File: src/rtl/mshr_pkg.sv
// Shared types for the miss status holding register file.
// Assumes command codes are stable for one clock per command.
package mshr_pkg;
    typedef enum logic [2:0] {
        OP_IDLE   = 3'd0,
        OP_ALLOC  = 3'd1,
        OP_FREE   = 3'd2,
        OP_ISSUE  = 3'd3,
        OP_RESEND = 3'd4,
        OP_FRONT  = 3'd5,
        OP_SQUASH = 3'd6
    } mshr_op_e;

    typedef enum logic [1:0] {
        ST_FREE = 2'd0,
        ST_WAIT = 2'd1,
        ST_BUSY = 2'd2
    } mshr_st_e;
endpackage

File: src/rtl/mshr_pick.sv
// Lowest-index priority picker.
// Assumes N fits in IW bits; idx is zero when nothing is requested.
module mshr_pick #(
    parameter int N  = 4,
    parameter int IW = 2
) (
    input  logic [N-1:0]  req,
    output logic          found,
    output logic [IW-1:0] idx
);
    // Scan from the top so the lowest set bit wins.
    always_comb begin
        found = 1'b0;
        idx   = '0;
        for (int i = N - 1; i >= 0; i--) begin
            if (req[i]) begin
                found = 1'b1;
                idx   = IW'(i);
            end
        end
    end
endmodule

File: src/rtl/mshr_order.sv
// Age-ordered queue of entry indices for waiting entries.
// Each cycle it removes the entries flagged in drop (by entry index),
// compacts the survivors in order, then inserts at most one index at the
// head or the tail. Assumes the caller never pushes an index already present.
module mshr_order #(
    parameter int N  = 4,
    parameter int IW = 2,
    parameter int CW = 3
) (
    input  logic                 clk,
    input  logic                 rst_n,
    input  logic [N-1:0]         drop,
    input  logic                 push_front,
    input  logic                 push_back,
    input  logic [IW-1:0]        push_idx,
    output logic [N-1:0][IW-1:0] ord,
    output logic [CW-1:0]        cnt
);
    logic [N-1:0][IW-1:0] ord_n;
    logic [CW-1:0]        cnt_n;

    // Compact survivors, then apply the single insertion.
    always_comb begin
        int j;
        ord_n = '0;
        j     = 0;
        for (int i = 0; i < N; i++) begin
            if (CW'(i) < cnt && !drop[ord[i]]) begin
                ord_n[j] = ord[i];
                j++;
            end
        end
        if (push_front && j < N) begin
            for (int i = N - 1; i > 0; i--) ord_n[i] = ord_n[i-1];
            ord_n[0] = push_idx;
            j++;
        end else if (push_back && j < N) begin
            ord_n[j] = push_idx;
            j++;
        end
        cnt_n = CW'(j);
    end

    // Hold the queue contents and its length.
    always_ff @(posedge clk) begin
        if (!rst_n) begin
            ord <= '0;
            cnt <= '0;
        end else begin
            ord <= ord_n;
            cnt <= cnt_n;
        end
    end
endmodule

File: src/rtl/mshr_file.sv
// Miss status holding register file: fixed pool of miss entries with an
// ordered queue of waiting entries, exact and range lookups, and
// thread squash. One command per cycle; lookups are combinational over
// the registered state. Assumes cmd_idx names a real entry when used.
module mshr_file #(
    parameter  int REQ_ENTRIES = 4,
    parameter  int RESERVE     = 2,
    parameter  int AW          = 16,
    parameter  int SW          = 4,
    parameter  int TW          = 2,
    localparam int TOT         = REQ_ENTRIES + RESERVE - 1,
    localparam int IW          = (TOT > 1) ? $clog2(TOT) : 1,
    localparam int CW          = $clog2(TOT + 1)
) (
    input  logic          clk,
    input  logic          rst_n,
    input  logic [2:0]    cmd_op,
    input  logic [IW-1:0] cmd_idx,
    input  logic [AW-1:0] cmd_addr,
    input  logic [SW-1:0] cmd_size,
    input  logic [TW-1:0] cmd_thread,
    input  logic          cmd_fill,
    input  logic          cmd_resp,
    output logic [IW-1:0] alloc_idx,
    output logic          alloc_err,
    output logic          full,
    output logic [CW-1:0] alloc_count,
    output logic [CW-1:0] busy_count,
    output logic          have_pending,
    output logic          next_valid,
    output logic [IW-1:0] next_idx,
    output logic [AW-1:0] next_addr,
    output logic          next_fill,
    input  logic [AW-1:0] probe_addr,
    input  logic [SW-1:0] probe_size,
    output logic          hit_valid,
    output logic [IW-1:0] hit_idx,
    output logic          hit_tgt,
    output logic          ovl_valid,
    output logic [IW-1:0] ovl_idx
);
    import mshr_pkg::*;

    mshr_st_e      st_q   [TOT];
    logic [AW-1:0] addr_q [TOT];
    logic [SW-1:0] size_q [TOT];
    logic [TW-1:0] thr_q  [TOT];
    logic          fill_q [TOT];
    logic          resp_q [TOT];
    logic          tgt_q  [TOT];

    mshr_op_e             op;
    logic                 idx_ok;
    mshr_st_e             sel_st;
    logic                 sel_resp;
    logic [TOT-1:0]       free_vec, kill_vec, strip_vec, match_vec, pos_vec;
    logic [TOT-1:0]       drop;
    logic                 push_front, push_back;
    logic [IW-1:0]        push_idx;
    logic                 free_ok, do_alloc;
    logic [TOT-1:0][IW-1:0] ord;
    logic [CW-1:0]        qcnt;
    logic [IW-1:0]        ovl_pos;
    logic [CW-1:0]        alloc_n, busy_n;

    assign op       = mshr_op_e'(cmd_op);
    assign idx_ok   = 32'(cmd_idx) < TOT;
    assign sel_st   = idx_ok ? st_q[cmd_idx] : ST_FREE;
    assign sel_resp = idx_ok ? resp_q[cmd_idx] : 1'b0;

    // Per-entry vectors: free slots, squash victims, exact matches.
    always_comb begin
        for (int i = 0; i < TOT; i++) begin
            free_vec[i]  = (st_q[i] == ST_FREE);
            kill_vec[i]  = (op == OP_SQUASH) && (thr_q[i] == cmd_thread) && (st_q[i] == ST_WAIT);
            strip_vec[i] = (op == OP_SQUASH) && (thr_q[i] == cmd_thread) && (st_q[i] == ST_BUSY);
            match_vec[i] = (st_q[i] != ST_FREE) && (addr_q[i] == probe_addr);
        end
    end

    mshr_pick #(.N(TOT), .IW(IW)) u_free_pick (.req(free_vec), .found(free_ok), .idx(alloc_idx));

    assign full      = alloc_count > CW'(TOT - RESERVE);
    assign do_alloc  = (op == OP_ALLOC) && !full && free_ok;
    assign alloc_err = (op == OP_ALLOC) && full;

    // Decode the command into queue edits and count changes.
    always_comb begin
        drop       = '0;
        push_front = 1'b0;
        push_back  = 1'b0;
        push_idx   = cmd_idx;
        alloc_n    = alloc_count;
        busy_n     = busy_count;
        case (op)
            OP_ALLOC: if (do_alloc) begin
                push_back = 1'b1;
                push_idx  = alloc_idx;
                alloc_n   = alloc_count + 1'b1;
            end
            OP_FREE: if (sel_st != ST_FREE) begin
                drop[cmd_idx] = 1'b1;
                alloc_n       = alloc_count - 1'b1;
                if (sel_st == ST_BUSY) busy_n = busy_count - 1'b1;
            end
            OP_ISSUE: if (sel_st == ST_WAIT) begin
                drop[cmd_idx] = 1'b1;
                if (sel_resp) busy_n  = busy_count + 1'b1;
                else          alloc_n = alloc_count - 1'b1;
            end
            OP_RESEND: if (sel_st == ST_BUSY) begin
                push_front = 1'b1;
                busy_n     = busy_count - 1'b1;
            end
            OP_FRONT: if (sel_st == ST_WAIT) begin
                drop[cmd_idx] = 1'b1;
                push_front    = 1'b1;
            end
            OP_SQUASH: begin
                drop    = kill_vec;
                alloc_n = alloc_count - CW'($countones(kill_vec));
            end
            default: ;
        endcase
    end

    mshr_order #(.N(TOT), .IW(IW), .CW(CW)) u_order (
        .clk(clk), .rst_n(rst_n), .drop(drop), .push_front(push_front),
        .push_back(push_back), .push_idx(push_idx), .ord(ord), .cnt(qcnt)
    );

    // Update entry state and fields for the current command.
    always_ff @(posedge clk) begin
        if (!rst_n) begin
            for (int i = 0; i < TOT; i++) begin
                st_q[i]   <= ST_FREE;
                addr_q[i] <= '0;
                size_q[i] <= '0;
                thr_q[i]  <= '0;
                fill_q[i] <= 1'b0;
                resp_q[i] <= 1'b0;
                tgt_q[i]  <= 1'b0;
            end
        end else begin
            for (int i = 0; i < TOT; i++) begin
                if (do_alloc && alloc_idx == IW'(i)) begin
                    st_q[i]   <= ST_WAIT;
                    addr_q[i] <= cmd_addr;
                    size_q[i] <= cmd_size;
                    thr_q[i]  <= cmd_thread;
                    fill_q[i] <= cmd_fill;
                    resp_q[i] <= cmd_resp;
                    tgt_q[i]  <= 1'b1;
                end
                if (cmd_idx == IW'(i)) begin
                    if (op == OP_FREE) begin
                        st_q[i]  <= ST_FREE;
                        tgt_q[i] <= 1'b0;
                    end
                    if (op == OP_ISSUE && st_q[i] == ST_WAIT) begin
                        st_q[i] <= resp_q[i] ? ST_BUSY : ST_FREE;
                        if (!resp_q[i]) tgt_q[i] <= 1'b0;
                    end
                    if (op == OP_RESEND && st_q[i] == ST_BUSY) st_q[i] <= ST_WAIT;
                end
                if (kill_vec[i]) begin
                    st_q[i]  <= ST_FREE;
                    tgt_q[i] <= 1'b0;
                end
                if (strip_vec[i]) tgt_q[i] <= 1'b0;
            end
        end
    end

    // Hold occupancy and in-service counts.
    always_ff @(posedge clk) begin
        if (!rst_n) begin
            alloc_count <= '0;
            busy_count  <= '0;
        end else begin
            alloc_count <= alloc_n;
            busy_count  <= busy_n;
        end
    end

    mshr_pick #(.N(TOT), .IW(IW)) u_hit_pick (.req(match_vec), .found(hit_valid), .idx(hit_idx));
    assign hit_tgt = hit_valid && tgt_q[hit_idx];

    // Mark queue positions whose entry range intersects the probe range.
    always_comb begin
        for (int p = 0; p < TOT; p++) begin
            pos_vec[p] = (CW'(p) < qcnt)
                && ({1'b0, addr_q[ord[p]]} < ({1'b0, probe_addr} + (AW+1)'(probe_size)))
                && ({1'b0, probe_addr} < ({1'b0, addr_q[ord[p]]} + (AW+1)'(size_q[ord[p]])));
        end
    end

    mshr_pick #(.N(TOT), .IW(IW)) u_ovl_pick (.req(pos_vec), .found(ovl_valid), .idx(ovl_pos));
    assign ovl_idx = ord[ovl_pos];

    assign next_valid   = (qcnt != '0);
    assign have_pending = next_valid;
    assign next_idx     = ord[0];
    assign next_addr    = addr_q[ord[0]];
    assign next_fill    = fill_q[ord[0]];
endmodule

File: config.mk
export PLATFORM = sky130hd
export DESIGN_NAME = mshr_file
export DESIGN_NICKNAME = d
export VERILOG_FILES = /design/src/rtl/mshr_pkg.sv /design/src/rtl/mshr_pick.sv /design/src/rtl/mshr_order.sv /design/src/rtl/mshr_file.sv
export SDC_FILE = /design/constraint.sdc
export NUM_CORES = 1
export LEC_CHECK = 0
export ABC_CLOCK_PERIOD_IN_PS = 9700
export BUFFER_PORTS_ARGS = -buffer_cell sky130_fd_sc_hd__buf_2
export CORE_ASPECT_RATIO = 2
export CORE_MARGIN = 5
export CORE_UTILIZATION = 45
export CTS_CLUSTER_DIAMETER = 120
export DETAILED_ROUTE_END_ITERATION = 6
export PLACE_DENSITY = 0.6
export REMOVE_ABC_BUFFERS = 1
export SLEW_MARGIN = 20
export SYNTH_ARGS = -nofsm -noshare
export SYNTH_HDL_FRONTEND = slang
export SYNTH_HIERARCHICAL = 1
export SYNTH_SLANG_ARGS = --single-unit
File: constraint.sdc
create_clock -name clk -period 9.7 [get_ports clk]
set_input_delay 0.97 -clock clk [delete_from_list [all_inputs] [get_ports clk]]
set_output_delay 0.97 -clock clk [all_outputs]
set_load 0.01 [all_outputs]
==> results.py, run 1 <==
metrics = {
    "logic_synthesis": {
        "avgSynthCellArea_um2": 9.41,
        "postSynthCellCount": 1999,
        "yosys_warnings": 6,
        "syn-cell-area_um2": 18800,
        "synth-main-ff-cell": "edfxtp_1",
        "yosysUniqueCellTypes": 109,
        "async_reset_ff_share_pct": 0,
        "yosys_register_bits": 159,
        "synth_seq_area_share_pct": 24.0,
        "synth_edf_count": 134,
    },
    "cts": {
        "cts_setup_buffers": 0,
        "cts-resized-gates": 0,
        "cts.clk_slew.worst_paths_ns": 0.07,
        "cts-root-buf": "clkbuf_16",
        "clkSinkCount": 159,
        "postCtsHoldBufs": 0,
        "cts_buffer_depth": 2,
        "numCtsBuffers": 17,
        "clk_latency_ns": 0.44,
        "htreeDepth": 4,
        "tritoncts": "yes",
    },
    "power": {
        "power.leakage_nw": 8.14,
        "p_per_area_nw_per_um2": 115,
        "ir_worst_vdd_v": 0.000133,
    },
    "sta": {
        "final.setup.worst_slack_ns": 1.62,
        "fin_crit_ns": 8.08,
        "hold_viol_final": 0,
        "max_freq_mhz": 124,
        "hold_ws_ns": 0.500,
        "max-slew-margin-rel_pct": 25.0,
        "rsz0062_at_grt": "false",
        "fin_crit_sh_pct": 83.3,
        "final-setup-viol-count": 0,
        "skew_ns": 0.00966,
        "tightest_slew_ns": 1.12,
        "tns_ns": 0,
        "drv_slew": 0,
    },
    "drt": {
        "vias_per_cell": 6.54,
        "dr.pass1.iters": 6,
        "wirelength_um": 75700,
        "routedWlPerCell_um": 29.3,
        "antenna_left": 0,
        "vias": 16912,
        "first_iter_violations": 1361,
        "drc_errors": 0,
    },
    "critical_path": {
        "worstPathArrival_ns": 7.11,
        "slowest_stage": "dfxtp_1",
        "critPathKind": "flip-flop to output pin",
        "worstSetupEndpointType": "output pin",
        "max_stage_delay_ns": 0.87,
        "cp-start-kind": "flip-flop",
        "crit_chain": "buf_4 -> mux4_2 -> nand2_1 -> nand2_1 -> ha_1 -> nor2b_1 -> o21ai_0 -> nor3_1 -> nand2_1 -> xnor2_1 -> ha_1 -> a2111oi_0 -> o221ai_1 -> a22oi_1 -> nand2b_1 -> a21oi_1 -> mux4_2 -> inv_1 -> o32ai_1 -> buf_2",
        "required_ns": 8.73,
        "cp_max_fo": 19,
        "crit_path_frequent_cell": "nand2_1",
    },
    "final_layout": {
        "final_nets": 2281,
        "layout.area.seq_um2": 4530,
        "insertedDiodeCount": 0,
        "layout_common_cells": "233 x nand2_1, 182 x ha_1, 134 x edfxtp_1, 118 x xor2_1, 107 x a21oi_1",
        "fill_cells": 4018,
        "final_common_cell": "nand2_1",
        "syn2layout_area_growth_pct": 7.57,
        "layout-drive-gt1-share_pct": 16.0,
        "multi_input_area_um2": 13500,
        "final_util_pct": 48.6,
    },
    "die": {
        "core_um2": 41600,
        "pin_count": 94,
        "placementRows": 106,
        "die_h_um": 299,
        "dieArea_um2": 46300,
        "dieWidth_um": 155,
        "start_util_pct": 45.2,
    },
    "grt": {
        "grt_pass1_wl_um": 110000,
        "grt_antenna_before_repair": 0,
        "grt_usage_pct": 32.0,
        "grt_pass1_vias": 17136,
        "grt_max_degree": 36,
        "grt.overflow.total": 0,
    },
    "placed_design": {
        "dpl.hpwl_um": 59500,
        "gp_congestion": 1.03,
        "port-buffer-count": 93,
        "place_ws_ns": 1.73,
    },
    "min_path": {
        "hold_path_class": "flip-flop to flip-flop",
    },
    "status": {
        "status": "complete, no violations",
    },
    "flow_run": {
        "cap_violations": 0,
    },
}
## worst paths after layout
check,start,end,slack (ns),depth (start not counted)
worst max register to register,st_q[1][1],u_order/ord[10],2.43,23
worst min-delay path,busy_count[1],busy_count[1],0.50,2
worst min register to register,busy_count[1],busy_count[1],0.50,2
worst max-delay path,u_order/ord[10],ovl_idx[1],1.62,20
## state kept, by name, summed over array words and instances (netlist names)
name	count
addr_q	80
u_order/ord	15
u_order/cnt	3
alloc_count	3
tgt_q	5
thr_q	10
size_q	20
busy_count	3
st_q	10
fill_q	5
resp_q	5
## critical path, delay by kind of cell (launching register included)
family | cells | cell delay, ns
AOI/OAI and AO/OA | 6 | 2.58
xor gates and xnor gates | 1 | 0.12
adders and majority gates | 2 | 0.61
buffers and inverters | 3 | 0.69
DFF | 1 | 0.87
muxes | 2 | 0.93
and+or+nand+nor | 6 | 0.83
## metrics by stage
| step | cells | total power, W | cell area (um^2) |
|---|---|---|---|
| after detailed placement | 2555 | 0.00166 | 19700 |
| after global placement | 2555 | 0.00165 | 19700 |
| after floorplan | 1896 | 0.00135 | 18300 |
| final | 2585 | 0.00233 | 20200 |
| after global routing | 2585 | 0.00244 | 20200 |
| after CTS | 2585 | 0.00233 | 20200 |
## per-layer routing
metal  global-route usage (%)  share of wire (%)
met1                     32.1                 33
met5                        0                  0
met2                     56.8                 50
met3                     3.29                5.3
met4                     30.1                 12
## cells in the mapped netlist (all sizes together), types with 13 or more instances
library cell	count	area, um^2
a211oi	15	118
a21o	23	173
a21oi	109	553
a31oi	19	119
and2	34	213
buf	53	312
clkbuf	50	189
dfxtp	25	500
edfxtp	134	4020
fa	13	260
ha	182	2280
inv	83	312
mux2	44	503
mux2i	68	681
mux4	88	2000
nand2	234	881
nand2b	28	175
nand3	71	355
nand4	27	169
nor2	100	378
nor2b	28	175
nor3	43	253
nor4	32	219
o21ai	74	374
o22ai	15	93.8
or2	16	100
xnor2	63	559
xor2	118	1030
## area by class of cell
cell class | instances | area share [%]
Clock buffer | 19 | 2.14
Tap cell | 540 | 3.34
Clock inverter | 11 | 0.655
Multi-Input combinational cell | 1652 | 66.6
Sequential cell | 159 | 22.4
Timing Repair Buffer | 119 | 3.26
Inverter | 85 | 1.58
## power breakdown
group | switching [W] | internal, W
logic | 0.000502 | 0.000315
clock network | 0.000288 | 0.000379
registers | 0.0000679 | 0.000779
## kinds of logic after synthesis
group | after synthesis | share of synthesized area (%)
AND/OR/NAND/NOR | 682 | 18.5
adder cells (fa/ha/maj) | 196 | 13.5
buffers and inverters | 188 | 4.36
AO/OA/AOI/OAI | 392 | 14.1
XOR/XNOR | 182 | 8.59
flip-flops | 159 | 24.0
multiplexers | 200 | 16.9
Power figures use the tool's default switching activity.
==> inputs of run 2 (changes only) <==
- ABC_AREA: default -> 1
- ABC_CLOCK_PERIOD_IN_PS: 9700 -> 8010
- PLACE_DENSITY: 0.6 -> 0.59
- clock period: 9.7 -> 8.01 ns (I/O delays scaled with it)
==> results.py, run 2 <==
metrics = {
    "logic_synthesis": {
        "avgSynthCellArea_um2": 6.59,
        "synth_area_leaders": "edfxtp_1 21%, nand2_1 15%, ha_1 12%",
        "synth.most_common_cell": "nand2_1",
        "synth_edf_count": 134,
        "synth_largest_area_cell": "edfxtp_1",
        "synth_seq_area_share_pct": 23.1,
        "async_reset_ff_share_pct": 0,
        "synth-main-ff-cell": "edfxtp_1",
        "netlist_top_cells_count": "761 x nand2_1, 326 x inv_1, 302 x nor2_1, 208 x nand3_1, 204 x a21oi_1",
        "postSynthCellCount": 2975,
        "yosys_register_bits": 159,
        "syn-cell-area_um2": 19600,
        "netlist.area_leader.share_pct": 20.5,
        "yosys_warnings": 6,
        "yosysUniqueCellTypes": 61,
    },
    "final_layout": {
        "largest_register_ffs": 80,
        "top_register": "addr_q",
        "syn2layout_area_growth_pct": 8.13,
        "layout_common_cells": "761 x nand2_1, 325 x inv_1, 302 x nor2_1, 208 x nand3_1, 204 x a21oi_1",
        "reg_top3": "addr_q: 80 flops, size_q: 20 flops, u_order/ord: 15 flops",
        "final_util_pct": 49.0,
        "final_nets": 3272,
        "final_common_cell": "nand2_1",
        "layout-drive-gt1-share_pct": 8.56,
        "layout.cells.non_filler": 3591,
    },
    "grt": {
        "grt_usage_pct": 40.3,
        "use_met1_pct": 37.6,
        "grt_pass1_wl_um": 141000,
        "grt_pass1_vias": 21915,
        "grt_antenna_before_repair": 6,
        "grt.met2_usage_pct": 67.7,
        "grt_busiest_layer": "met2",
        "grt.overflow.total": 0,
        "grt_max_degree": 74,
        "grtUsageMet3_pct": 9.31,
    },
    "critical_path": {
        "worstPathArrival_ns": 6.83,
        "cp-start-kind": "flip-flop",
        "max_stage_delay_ns": 0.76,
        "cp_max_fo": 31,
        "slowest_stage": "dfxtp_2",
        "regToRegSetupSlack_ns": 1.91,
        "critPathKind": "flip-flop to output pin",
        "crit_path_frequent_cell": "nand2_1",
        "reg2reg_depth": 23,
        "r2r_start": "thr_q[0][9]",
        "required_ns": 7.21,
        "worstSetupEndpointType": "output pin",
        "r2r_end": "u_order/ord[9]",
    },
    "sta": {
        "drv_slew": 0,
        "tightest_slew_ns": 1.24,
        "final-setup-viol-count": 0,
        "fin_crit_sh_pct": 95.3,
        "final.setup.worst_slack_ns": 0.375,
        "hold_viol_final": 0,
        "rsz0062_at_grt": "false",
        "tns_ns": 0,
        "fin_crit_ns": 7.63,
        "max_freq_mhz": 131,
        "skew_ns": 0.0126,
        "max-slew-margin-rel_pct": 16.9,
    },
    "min_path": {
        "whs_path_depth": 2,
        "hold_path_startpoint": "busy_count[2]",
        "hold_path_class": "flip-flop to flip-flop",
        "min_to": "busy_count[2]",
    },
    "cts": {
        "numCtsBuffers": 17,
        "cts_setup_buffers": 0,
        "htreeDepth": 4,
        "tritoncts": "yes",
        "clk_latency_ns": 0.45,
        "cts.clk_slew.worst_paths_ns": 0.07,
        "cts_buffer_depth": 2,
        "postCtsHoldBufs": 0,
        "clkSinkCount": 159,
        "cts-resized-gates": 0,
        "cts-root-buf": "clkbuf_16",
    },
    "drt": {
        "first_iter_violations": 2361,
        "routedWlPerCell_um": 27.2,
        "drc_errors": 0,
        "antenna_left": 0,
        "vias": 22237,
        "wirelength_um": 97700,
        "vias_per_cell": 6.19,
        "dr.pass1.iters": 6,
    },
    "power": {
        "ir_worst_vdd_v": 0.000179,
        "finalPower_w": 0.00337,
        "p_per_area_nw_per_um2": 159,
        "power.leakage_nw": 9.67,
    },
    "placed_design": {
        "gp_congestion": 1.17,
        "placedCellCount": 3555,
        "dpl.hpwl_um": 77200,
        "place_ws_ns": 1.03,
        "port-buffer-count": 93,
    },
    "die": {
        "placementRows": 108,
        "dieArea_um2": 48100,
        "start_util_pct": 45.3,
        "die_h_um": 305,
        "pin_count": 94,
        "core_um2": 43200,
        "dieWidth_um": 158,
    },
    "flow_run": {
        "cap_violations": 0,
    },
    "status": {
        "status": "complete, no violations",
    },
}
==> run 2: changes by cell type after synthesis, sizes merged, moves of 44 or more <==
cell / change
mux2i: -68
nor2: +222
mux4: -88
nand2: +540
inv: +264
a21oi: +98
o21ai: +138
mux2: -44
o211ai: +84
nand3: +149
==> run 2: where the power goes <==
| part | switching [W] | internal, W |
|---|---|---|
| Clock | 0.000404 | 0.000482 |
| Combinational | 0.00101 | 0.000455 |
| Sequential | 0.0000729 | 0.000941 |
| Total | 0.00149 | 0.00188 |
==> run 2: area by class of cell <==
class | instances | area [um^2]
inverters | 353 | 1330
clock buffers | 17 | 425
diodes | 3 | 7.51
fillers | 4509 | 22000
flip-flops and latches | 159 | 4530
clock inverters | 15 | 211
well taps | 550 | 688
multi-input cells | 2356 | 13200
repair buffers | 138 | 801
==> run 2: cell families (layout without fill, tap and decap cells) <==
family / after synthesis / in the layout / share of synthesized area, %
xor gates and xnor gates: 102 / 102 / 4.56
adders and majority gates: 195 / 195 / 12.9
DFF: 159 / 159 / 23.1
other: 0 / 3 / 0
and+or+nand+nor: 1434 / 1434 / 31.5
buffers and inverters: 460 / 523 / 9.58
AOI/OAI and AO/OA: 625 / 625 / 18.4
==> run 2: through the flow <==
stage          cell area (um^2)  hold WS, ns
4_1_cts                   21200        0.491
3_3_place_gp              20500        0.475
5_1_grt                   21200        0.521
6_report                  21200        0.490
2_1_floorplan             19100        0.507
3_5_place_dp              20500        0.479
==> run 2: worst max-delay path: cells and delay by family, from the launching register on <==
kind            cells  cell delay (ns)
fa+ha+maj           2             0.65
flops               1             0.76
compound gates      8             2.45
simple gates       15             1.36
xor+xnor            1             0.20
buf+inv             5             0.89
==> run 2: how the worst max path moves through the flow <==
stage,slack [ns],endpoint,cells after the start,from
6_report,0.38,ovl_idx[1],31,u_order/ord[0]
5_1_grt,0.007,ovl_idx[0],34,u_order/ord[1]
4_1_cts,0.53,ovl_idx[0],31,u_order/ord[0]
3_5_place_dp,1.03,ovl_idx[0],31,u_order/ord[0]
3_3_place_gp,0.83,ovl_idx[2],30,u_order/ord[2]
2_1_floorplan,1.78,ovl_idx[1],31,u_order/ord[0]
==> run 2: per-layer routing <==
layer  routed length, um  up-vias  share of wire, %
met5                  18        -             0.018
met4               13900        4                14
met3                7970      567               8.2
met2               46500     1316                48
met1               29400    10177                30
li1                    -    10173                 -
==> inputs of run 3 (changes only) <==
- CTS_BUF_LIST: default -> sky130_fd_sc_hd__clkbuf_8
==> results.py, run 3 (synthesis results as in run 2) <==
metrics = {
    "status": {
        "status": "complete, no violations",
    },
    "placed_design": {
        "placedCellCount": 3555,
        "port-buffer-count": 93,
        "gp_congestion": 1.17,
        "dpl.hpwl_um": 77200,
    },
    "sta": {
        "final-setup-viol-count": 0,
        "max-slew-margin-rel_pct": 20.6,
        "fin_crit_sh_pct": 94.9,
        "tightest_slew_ns": 1.18,
        "tns_ns": 0,
        "max_freq_mhz": 132,
        "fin_crit_ns": 7.60,
        "rsz0062_at_grt": "false",
        "skew_ns": 0.0211,
        "hold_viol_final": 0,
        "drv_slew": 0,
    },
    "power": {
        "ir_worst_vdd_v": 0.000163,
        "p_per_area_nw_per_um2": 151,
        "power.leakage_nw": 9.58,
    },
    "cts": {
        "clk_latency_ns": 0.50,
        "tritoncts": "yes",
        "cts-root-buf": "clkbuf_8",
        "cts_buffer_depth": 2,
        "clkSinkCount": 159,
        "cts.clk_slew.worst_paths_ns": 0.10,
        "cts_setup_buffers": 0,
        "htreeDepth": 4,
        "numCtsBuffers": 17,
    },
    "grt": {
        "grt_max_degree": 74,
        "grt_antenna_before_repair": 5,
        "grt_usage_pct": 40.1,
        "grt.overflow.total": 0,
        "grt_pass1_vias": 21920,
        "grt_pass1_wl_um": 141000,
    },
    "final_layout": {
        "final_common_cell": "nand2_1",
        "fill_cells": 4523,
        "layout-drive-gt1-share_pct": 8.56,
        "layout_common_cells": "761 x nand2_1, 325 x inv_1, 302 x nor2_1, 208 x nand3_1, 204 x a21oi_1",
        "layout.area.seq_um2": 4540,
        "reg_top3": "addr_q: 80 flops, size_q: 20 flops, u_order/ord: 15 flops",
        "multi_input_area_um2": 13200,
        "syn2layout_area_growth_pct": 7.15,
        "final_nets": 3272,
        "layout.cells.non_filler": 3590,
        "top_register": "addr_q",
        "largest_register_ffs": 80,
        "final_util_pct": 48.6,
    },
    "critical_path": {
        "cp_max_fo": 30,
        "required_ns": 7.21,
        "crit_path_frequent_cell": "nand2_1",
        "max_stage_delay_ns": 0.62,
        "critPathKind": "flip-flop to output pin",
        "cp-start-kind": "flip-flop",
        "r2r_start": "thr_q[0][9]",
        "worstSetupEndpointType": "output pin",
        "crit_path_start": "u_order/ord[2]",
        "worstPathArrival_ns": 6.80,
        "slowest_stage": "inv_2",
        "reg2reg_depth": 23,
    },
    "die": {
        "die_h_um": 305,
        "dieArea_um2": 48100,
        "dieWidth_um": 158,
        "pin_count": 94,
        "core_um2": 43200,
        "start_util_pct": 45.3,
        "placementRows": 108,
    },
    "drt": {
        "first_iter_violations": 2303,
        "routedWlPerCell_um": 27.3,
        "drc_errors": 0,
        "antenna_left": 0,
        "dr.pass1.iters": 6,
        "wirelength_um": 97900,
        "vias": 22286,
        "vias_per_cell": 6.21,
    },
    "min_path": {
        "hold_path_class": "flip-flop to flip-flop",
        "whs_path_depth": 2,
        "hold_path_startpoint": "busy_count[2]",
    },
    "flow_run": {
        "cap_violations": 0,
    },
}
-- run 3: cell count changes in the layout (fill, tap and decap cells not counted) --
cell,delta
clkbuf_16,-17
clkbuf_8,+17
dfxtp_4,+2
dfxtp_1,-1
dfxtp_2,-1
diode_2,-1
o21ai_1,+1
o21ai_2,-1
-- run 3: worst max-delay path: cells and delay by family (launching register included) --
kind | cells | cell delay [ns]
compound gates | 7 | 2.30
simple gates | 15 | 1.41
buf+inv | 6 | 1.35
fa+ha+maj | 2 | 0.70
flops | 1 | 0.32
xor+xnor | 1 | 0.20
-- run 3: per-stage QoR --
stage / hold WS [ns] / worst slack [ns] / power (W) / area [um^2]
after floorplan: 0.507 / 1.78 / 0.00189 / 19100
after global placement: 0.475 / 0.825 / 0.00243 / 20500
after detailed placement: 0.479 / 1.03 / 0.00245 / 20500
after CTS: 0.495 / 0.475 / 0.00313 / 21000
after global routing: 0.526 / 0.183 / 0.00335 / 21000
final: 0.494 / 0.407 / 0.00316 / 21000
-- run 3: layer usage --
layer | GRT usage [%] | vias to the layer above | routed length, um
li1 | - | 10171 | -
met1 | 37.8 | 10154 | 29800
met3 | 8.45 | 618 | 7720
met2 | 67.8 | 1337 | 46600
met5 | 0.104 | - | 35
met4 | 42.2 | 6 | 13800
-- run 3: repair_timing --
| item | in CTS | in global routing |
|---|---|---|
| gates resized for setup | 0 | 3 |
| hold buffers | 0 | 0 |
| endpoints found under the setup margin | 0 | 3 |
-- run 3: worst paths after layout --
kind | slack, ns | endpoint
setup reg to reg | 1.92 | u_order/ord[9]
hold / removal | 0.49 | busy_count[2]
setup / recovery | 0.41 | ovl_idx[1]
hold reg to reg | 0.49 | busy_count[2]
-- run 3: report_power, final --
part / internal, W / total [W] / switching, W / leakage (nW)
registers: 0.000941 / 0.00101 / 0.0000732 / 1.60
clock network: 0.000299 / 0.000678 / 0.000379 / 0.223
logic: 0.000454 / 0.00147 / 0.00102 / 7.76
-- run 3: final cells by class --
class                      instances  area share [%]
multi-input combinational       2356            62.8
sequential                       159            21.6
inverter                         353            6.32
timing repair buffer             138            3.81
tap                              550            3.28
clock buffer                      17            1.11
clock inverter                    15            1.01
antenna                            2          0.0238
